### config.mk
export PLATFORM = sky130hd
export DESIGN_NAME = tmr_coherent_timer
export DESIGN_NICKNAME = d
export VERILOG_FILES = /design/src/rtl/tmr_pkg.sv /design/src/rtl/tmr_prescaler.sv /design/src/rtl/tmr_counter.sv /design/src/rtl/tmr_regif.sv /design/src/rtl/tmr_coherent_timer.sv
export SDC_FILE = /design/constraint.sdc
export NUM_CORES = 1
export LEC_CHECK = 0
export ABC_CLOCK_PERIOD_IN_PS = 2560
export CAP_MARGIN = 20
export CORE_MARGIN = 3
export CORE_UTILIZATION = 40
export CTS_CLUSTER_SIZE = 12
export DETAILED_ROUTE_END_ITERATION = 12
export GPL_TIMING_DRIVEN = 0
export PLACE_DENSITY = 0.61
export SLEW_MARGIN = 0
export SYNTH_ARGS = -nofsm -noshare
export SYNTH_HDL_FRONTEND = slang
export SYNTH_SLANG_ARGS = --single-unit
export TNS_END_PERCENT = 1
### constraint.sdc
create_clock -name clk -period 2.56 [get_ports clk]
set_input_delay 0.64 -clock clk [delete_from_list [all_inputs] [get_ports clk]]
set_output_delay 0.64 -clock clk [all_outputs]
set_load 0.1 [all_outputs]
### src/rtl/tmr_pkg.sv
package tmr_pkg;

  // Register map of the byte-wide port
  typedef enum logic [1:0] {
    A_CNT_HI = 2'd0,
    A_CNT_LO = 2'd1,
    A_CTRL   = 2'd2,
    A_SPARE  = 2'd3
  } tmr_addr_e;

endpackage

### src/rtl/tmr_prescaler.sv
module tmr_prescaler #(
  parameter int PRE_W = 4,
  parameter int SEL_W = 2
) (
  input  logic             clk,
  input  logic             rst,
  input  logic [SEL_W-1:0] sel_req,
  output logic [SEL_W-1:0] sel_act,
  output logic             tick
);

  localparam int NSEL = 1 << SEL_W;

  logic [PRE_W-1:0] pre_q;
  logic [SEL_W-1:0] act_q;
  logic [NSEL-1:0]  tap_hit;
  logic             wrap;

  // One tap comparator per select code: code 0 fires every cycle,
  // code k>0 fires when the low k+1 divider bits are all ones.
  for (genvar g = 0; g < NSEL; g++) begin : g_tap
    localparam int LOGR = (g == 0) ? 0 : ((g + 1 > PRE_W) ? PRE_W : g + 1);
    localparam logic [PRE_W-1:0] MASK = PRE_W'((1 << LOGR) - 1);
    assign tap_hit[g] = ((pre_q & MASK) == MASK);
  end

  assign wrap    = &pre_q;
  assign tick    = tap_hit[act_q];
  assign sel_act = act_q;

  always_ff @(posedge clk) begin
    if (rst) begin
      pre_q <= '0;
      act_q <= '0;
    end else begin
      pre_q <= pre_q + 1'b1;
      if (wrap) act_q <= sel_req;
    end
  end

  // the applied ratio only moves on the edge leaving divider state all-ones
  p_act_at_wrap_r3: assert property (@(posedge clk) disable iff (rst)
    (!$past(rst) && !$stable(act_q)) |-> ($past(pre_q) == '1));

  // the divider steps by one every clock outside reset
  p_pre_step_r2: assert property (@(posedge clk) disable iff (rst)
    !$past(rst) |-> (pre_q == $past(pre_q) + 1'b1));

endmodule

### src/rtl/tmr_counter.sv
module tmr_counter #(
  parameter int CNT_W = 16
) (
  input  logic             clk,
  input  logic             rst,
  input  logic             tick,
  output logic [CNT_W-1:0] cnt
);

  logic [CNT_W-1:0] cnt_q;

  always_ff @(posedge clk) begin
    if (rst)       cnt_q <= '0;
    else if (tick) cnt_q <= cnt_q + 1'b1;
  end

  assign cnt = cnt_q;

  // all-ones plus one tick gives zero
  p_wrap_zero_r7: assert property (@(posedge clk) disable iff (rst)
    (!$past(rst) && $past(tick) && ($past(cnt_q) == '1)) |-> (cnt_q == '0));

  // without a prescaler tick the count holds
  p_hold_no_tick_r2: assert property (@(posedge clk) disable iff (rst)
    (!$past(rst) && !$past(tick)) |-> $stable(cnt_q));

endmodule

### src/rtl/tmr_regif.sv
module tmr_regif
  import tmr_pkg::*;
#(
  parameter int CNT_W  = 16,
  parameter int DATA_W = 8,
  parameter int SEL_W  = 2
) (
  input  logic              clk,
  input  logic              rst,
  input  logic [1:0]        addr,
  input  logic              rd_en,
  input  logic              wr_en,
  input  logic [DATA_W-1:0] wdata,
  input  logic [CNT_W-1:0]  cnt,
  output logic [SEL_W-1:0]  sel_req,
  output logic [DATA_W-1:0] rdata
);

  logic [DATA_W-1:0] lo_buf;
  logic [SEL_W-1:0]  sel_q;
  logic [DATA_W-1:0] rdata_q;
  logic              unused_wbits;
  tmr_addr_e         a;

  assign a            = tmr_addr_e'(addr);
  assign unused_wbits = ^wdata[DATA_W-1:SEL_W];

  always_ff @(posedge clk) begin
    if (rst) begin
      lo_buf  <= '0;
      sel_q   <= '0;
      rdata_q <= '0;
    end else begin
      if (wr_en && a == A_CTRL) sel_q <= wdata[SEL_W-1:0];
      if (rd_en) begin
        case (a)
          A_CNT_HI: begin
            rdata_q <= cnt[CNT_W-1 -: DATA_W];
            lo_buf  <= cnt[DATA_W-1:0];
          end
          A_CNT_LO: rdata_q <= lo_buf;
          A_CTRL:   rdata_q <= DATA_W'(sel_q);
          default:  rdata_q <= '0;
        endcase
      end
    end
  end

  assign sel_req = sel_q;
  assign rdata   = rdata_q;

  // an upper-byte read freezes the lower byte of the same count value
  p_hi_capture_r4: assert property (@(posedge clk) disable iff (rst)
    (rd_en && a == A_CNT_HI) |=> (lo_buf == $past(cnt[DATA_W-1:0])));

  // the stored byte is untouched by anything but an upper-byte read
  p_buf_hold_r6: assert property (@(posedge clk) disable iff (rst)
    !(rd_en && a == A_CNT_HI) |=> $stable(lo_buf));

  // a lower-byte read returns the stored copy
  p_lo_from_buf_r5: assert property (@(posedge clk) disable iff (rst)
    (rd_en && a == A_CNT_LO) |=> (rdata == $past(lo_buf)));

  // select readback has zeros above the field
  p_ctrl_pad_r8: assert property (@(posedge clk) disable iff (rst)
    (rd_en && a == A_CTRL) |=> (rdata[DATA_W-1:SEL_W] == '0));

endmodule

### src/rtl/tmr_coherent_timer.sv
module tmr_coherent_timer #(
  parameter int CNT_W  = 16,
  parameter int DATA_W = 8,
  parameter int PRE_W  = 4,
  parameter int SEL_W  = 2
) (
  input  logic              clk,
  input  logic              rst,
  input  logic [1:0]        bus_addr,
  input  logic              bus_rd,
  input  logic              bus_wr,
  input  logic [DATA_W-1:0] bus_wdata,
  output logic [DATA_W-1:0] bus_rdata
);

  logic             tick;
  logic [SEL_W-1:0] sel_req;
  logic [SEL_W-1:0] sel_act;
  logic [CNT_W-1:0] cnt;

  tmr_prescaler #(.PRE_W(PRE_W), .SEL_W(SEL_W)) u_pre (
    .clk     (clk),
    .rst     (rst),
    .sel_req (sel_req),
    .sel_act (sel_act),
    .tick    (tick)
  );

  tmr_counter #(.CNT_W(CNT_W)) u_cnt (
    .clk  (clk),
    .rst  (rst),
    .tick (tick),
    .cnt  (cnt)
  );

  tmr_regif #(.CNT_W(CNT_W), .DATA_W(DATA_W), .SEL_W(SEL_W)) u_reg (
    .clk     (clk),
    .rst     (rst),
    .addr    (bus_addr),
    .rd_en   (bus_rd),
    .wr_en   (bus_wr),
    .wdata   (bus_wdata),
    .cnt     (cnt),
    .sel_req (sel_req),
    .rdata   (bus_rdata)
  );

  // the first clock after reset sees a cleared count, ratio and read data
  p_reset_clear_r1: assert property (@(posedge clk) disable iff (rst)
    $past(rst) |-> (cnt == '0 && sel_act == '0 && sel_req == '0 && bus_rdata == '0));

endmodule

==> impl_results.md <==
* First DRT Iteration DRCs at 94
* Top Family by Delay on Critical Path: buffers and inverters
* Die width at about 74 um
* Post-CTS Setup Inserts at 0
* First-pass GRT wire length at 6.78 mm
* Vias after detailed routing at 1421
* Leak at 0.000775 uW
* Setup crit start kind: flip-flop
* Total CTS buffers at 5
* WHS at 0.464 ns
* Design area at between 2000 and 2500 um2
* Antenna fix cells at 0
* Synth Flop Type: dfxtp_1
* GRT overflow at 0
* Mean post-synth cell area at 9.26 um2
* GRT Util Overall at about 16%
* Residual DRC at 0
* Fmax at between 0.4 and 0.5 GHz
* Crit path cell chain: clkdlybuf4s50_1
* Fraction of registers with async set/reset at 0%
* WP buf/inv at 1
* Peak VDD IR at about 0.31 mV
* Crit path kind: flip-flop to primary output
* Slowest Stage Delay on Critical Path at roughly 1.1 ns
* CORE AREA at about 4200 um2
* RSZ-0062 raised after global routing: no
* PortBufs at 13
* Worst slew pin tran at slightly below 1 ns
* Antenna violations before repair at 0
* Max-slew headroom at between 30% and 40%
* Tmin final at approximately 2.4 ns
* Proportion of layout cells with a drive suffix above 1 at under 10%
* CP Data Arrival Time at between 1.5 and 2 ns
* Area growth, synth to finish at 15.6%
* Total negative setup slack at 0 ns
* Synth top area share at between 40% and 50%
* Final Max Slew Viols at 0
* Root Driver: clkbuf_8
* #FFs+latches synth at 40
* Antenna Nets Post-Route at 0
* Worst path slowest cell: clkdlybuf4s50_1
* Status: finished clean
* TritonCTS clock tree: done
* Worst clock skew at 0.00646 ns
* CTS resizes at 0
* Post-Route Utilization at a little over 50%
* CTS H-tree depth at 2
* Clk pin slew, worst setup/hold paths at 0.07 ns
* Post-synthesis sequential area ratio at a little over two fifths
* Final Hold Fails at 0
* DP Wirelength at ~2.9 mm
* Max-cap violations at 0
* Commonest cells in the netlist: 40 x dfxtp_1, 31 x nor2_1, 17 x a21oi_1, 17 x nor2b_1, 13 x mux2i_1
* Max Buffers Root-to-Sink at 2
* Std-Cell Rows at 23
* Area after DPL at approximately 2000 um2
* Period utilization at between 90% and 100%
* RD Place Congestion at 0.843
* Vias in the first global route at 1447
* CP endpoint kind: primary output
* Crit path max fanout at 2
* Detailed Route WL at 3.85 mm
* Top cells by area, synth: dfxtp_1 44%, mux2_1 7.4%, mux2i_1 7.1%
* Crit path required time at approximately 1.9 ns
* Most common cell in the synthesized netlist: dfxtp_1
* Final setup violation count at 0
* Die Y at approximately 74 um
* Sink Count at 40
* Boundary pin count at 22
* Vias per cell at 5.28
* Ys Warns at 0
* Worst Hold Class: flip-flop to flip-flop
* Tot Pwr at 1150 uW
* Hold_buf cts at 0
* Reg-to-reg setup timing slack at between 0.6 and 0.7 ns
* Dominant cell type by area after synthesis: dfxtp_1
* Post-synthesis cell area at ~1800 um2
* Post-Synthesis Cells at 198
* Worst-Skew Late Latency at 0.29 ns
* Die area at approximately 5400 um2
* Largest net degree at the start of global routing at 13
* DR pass1 iterations at 4
* PwrDens at roughly 540 nW/um2
* Number of synthesized flops with an enable pin at 0
* Yosys cell types at 31
* Final Net Count at roughly 240
* Syn_nets at roughly 220
* Initial core utilization at ~44%
* Routed WL per cell at ~14 um
## kinds of logic after synthesis
group	Yosys count	synth area share (%)
buffers and inverters	13	3.21
AND/OR/NAND/NOR	86	24.7
XOR/XNOR	3	1.43
multiplexers	25	14.5
AO/OA/AOI/OAI	28	10.5
adder cells (fa/ha/maj)	3	2.05
flip-flops	40	43.7
## through the flow
step / std cells / setup WS [ns]
after floorplan: 198 / 0.837
after global placement: 261 / 0.273
after detailed placement: 261 / 0.233
after CTS: 269 / 0.142
after global routing: 269 / 0.0940
final: 269 / 0.158
## worst register-to-register path, delay by kind of cell, from the launching register on
family / cells / cell delay (ns)
AND/OR/NAND/NOR: 2 / 0.31
flip-flops: 1 / 0.33
multiplexers: 1 / 0.33
AO/OA/AOI/OAI: 1 / 0.43
adder cells (fa/ha/maj): 2 / 0.42
## routing by layer
metal  GRT usage, %  routed length (um)  up-vias
li1               -                   -      732
met1           20.9                1810      646
met2           25.5                1770       36
met3           4.92                 216        7
met4           5.03                  51        0
met5              0                   0        -
## layout make-up
class / count / area [um2]
Tap cell: 50 / 62.6
Clock buffer: 7 / 86.3
Sequential cell: 40 / 801
Inverter: 3 / 11.3
Clock inverter: 1 / 7.51
Fill cell: 396 / 2080
Timing Repair Buffer: 13 / 130
Multi-Input combinational cell: 145 / 975
Buffer: 10 / 47.5
## flip-flops by register name (all words and copies together) (netlist names)
signal         count
u_pre.sel_act      2
u_reg.rdata        8
u_pre.pre_q        4
u_cnt.cnt         16
u_reg.lo_buf       8
u_reg.sel_req      2
## cell usage in the layout (no fill, tap or decap), drive strengths merged
cell type      Yosys  layout
nand4              4       4
nand2b             1       1
clkdlybuf4s50      0      13
a21oi             17      17
nand2              8       8
buf                5       5
clkinvlp           0       1
inv                3       3
or3                3       3
o311ai             1       1
o31ai              5       5
xor2               2       2
nor4               4       4
nor3               2       2
nor2b             17      17
clkbuf             5      12
dfxtp             40      40
ha                 3       3
a211oi             2       2
mux2              12      12
o21ai              3       3
and2b              1       1
nand3              7       7
and3               2       2
nor2              31      31
and4               2       2
or4                4       4
xnor2              1       1
mux2i             13      13
## final timing paths
kind | start | to | cells past startpoint
worst max-delay path | u_reg.rdata[1] | bus_rdata[1] | 1
worst min-delay path | u_pre.pre_q[0] | u_pre.pre_q[0] | 1
worst max register to register | u_pre.pre_q[0] | u_cnt.cnt[14] | 6
worst min register to register | u_pre.pre_q[0] | u_pre.pre_q[0] | 1
## report_power, final
group	switching (uW)	internal, uW
clock	209	219
sequential	10.6	634
combinational	51.7	31.1
(Power assumes the default switching activity.)
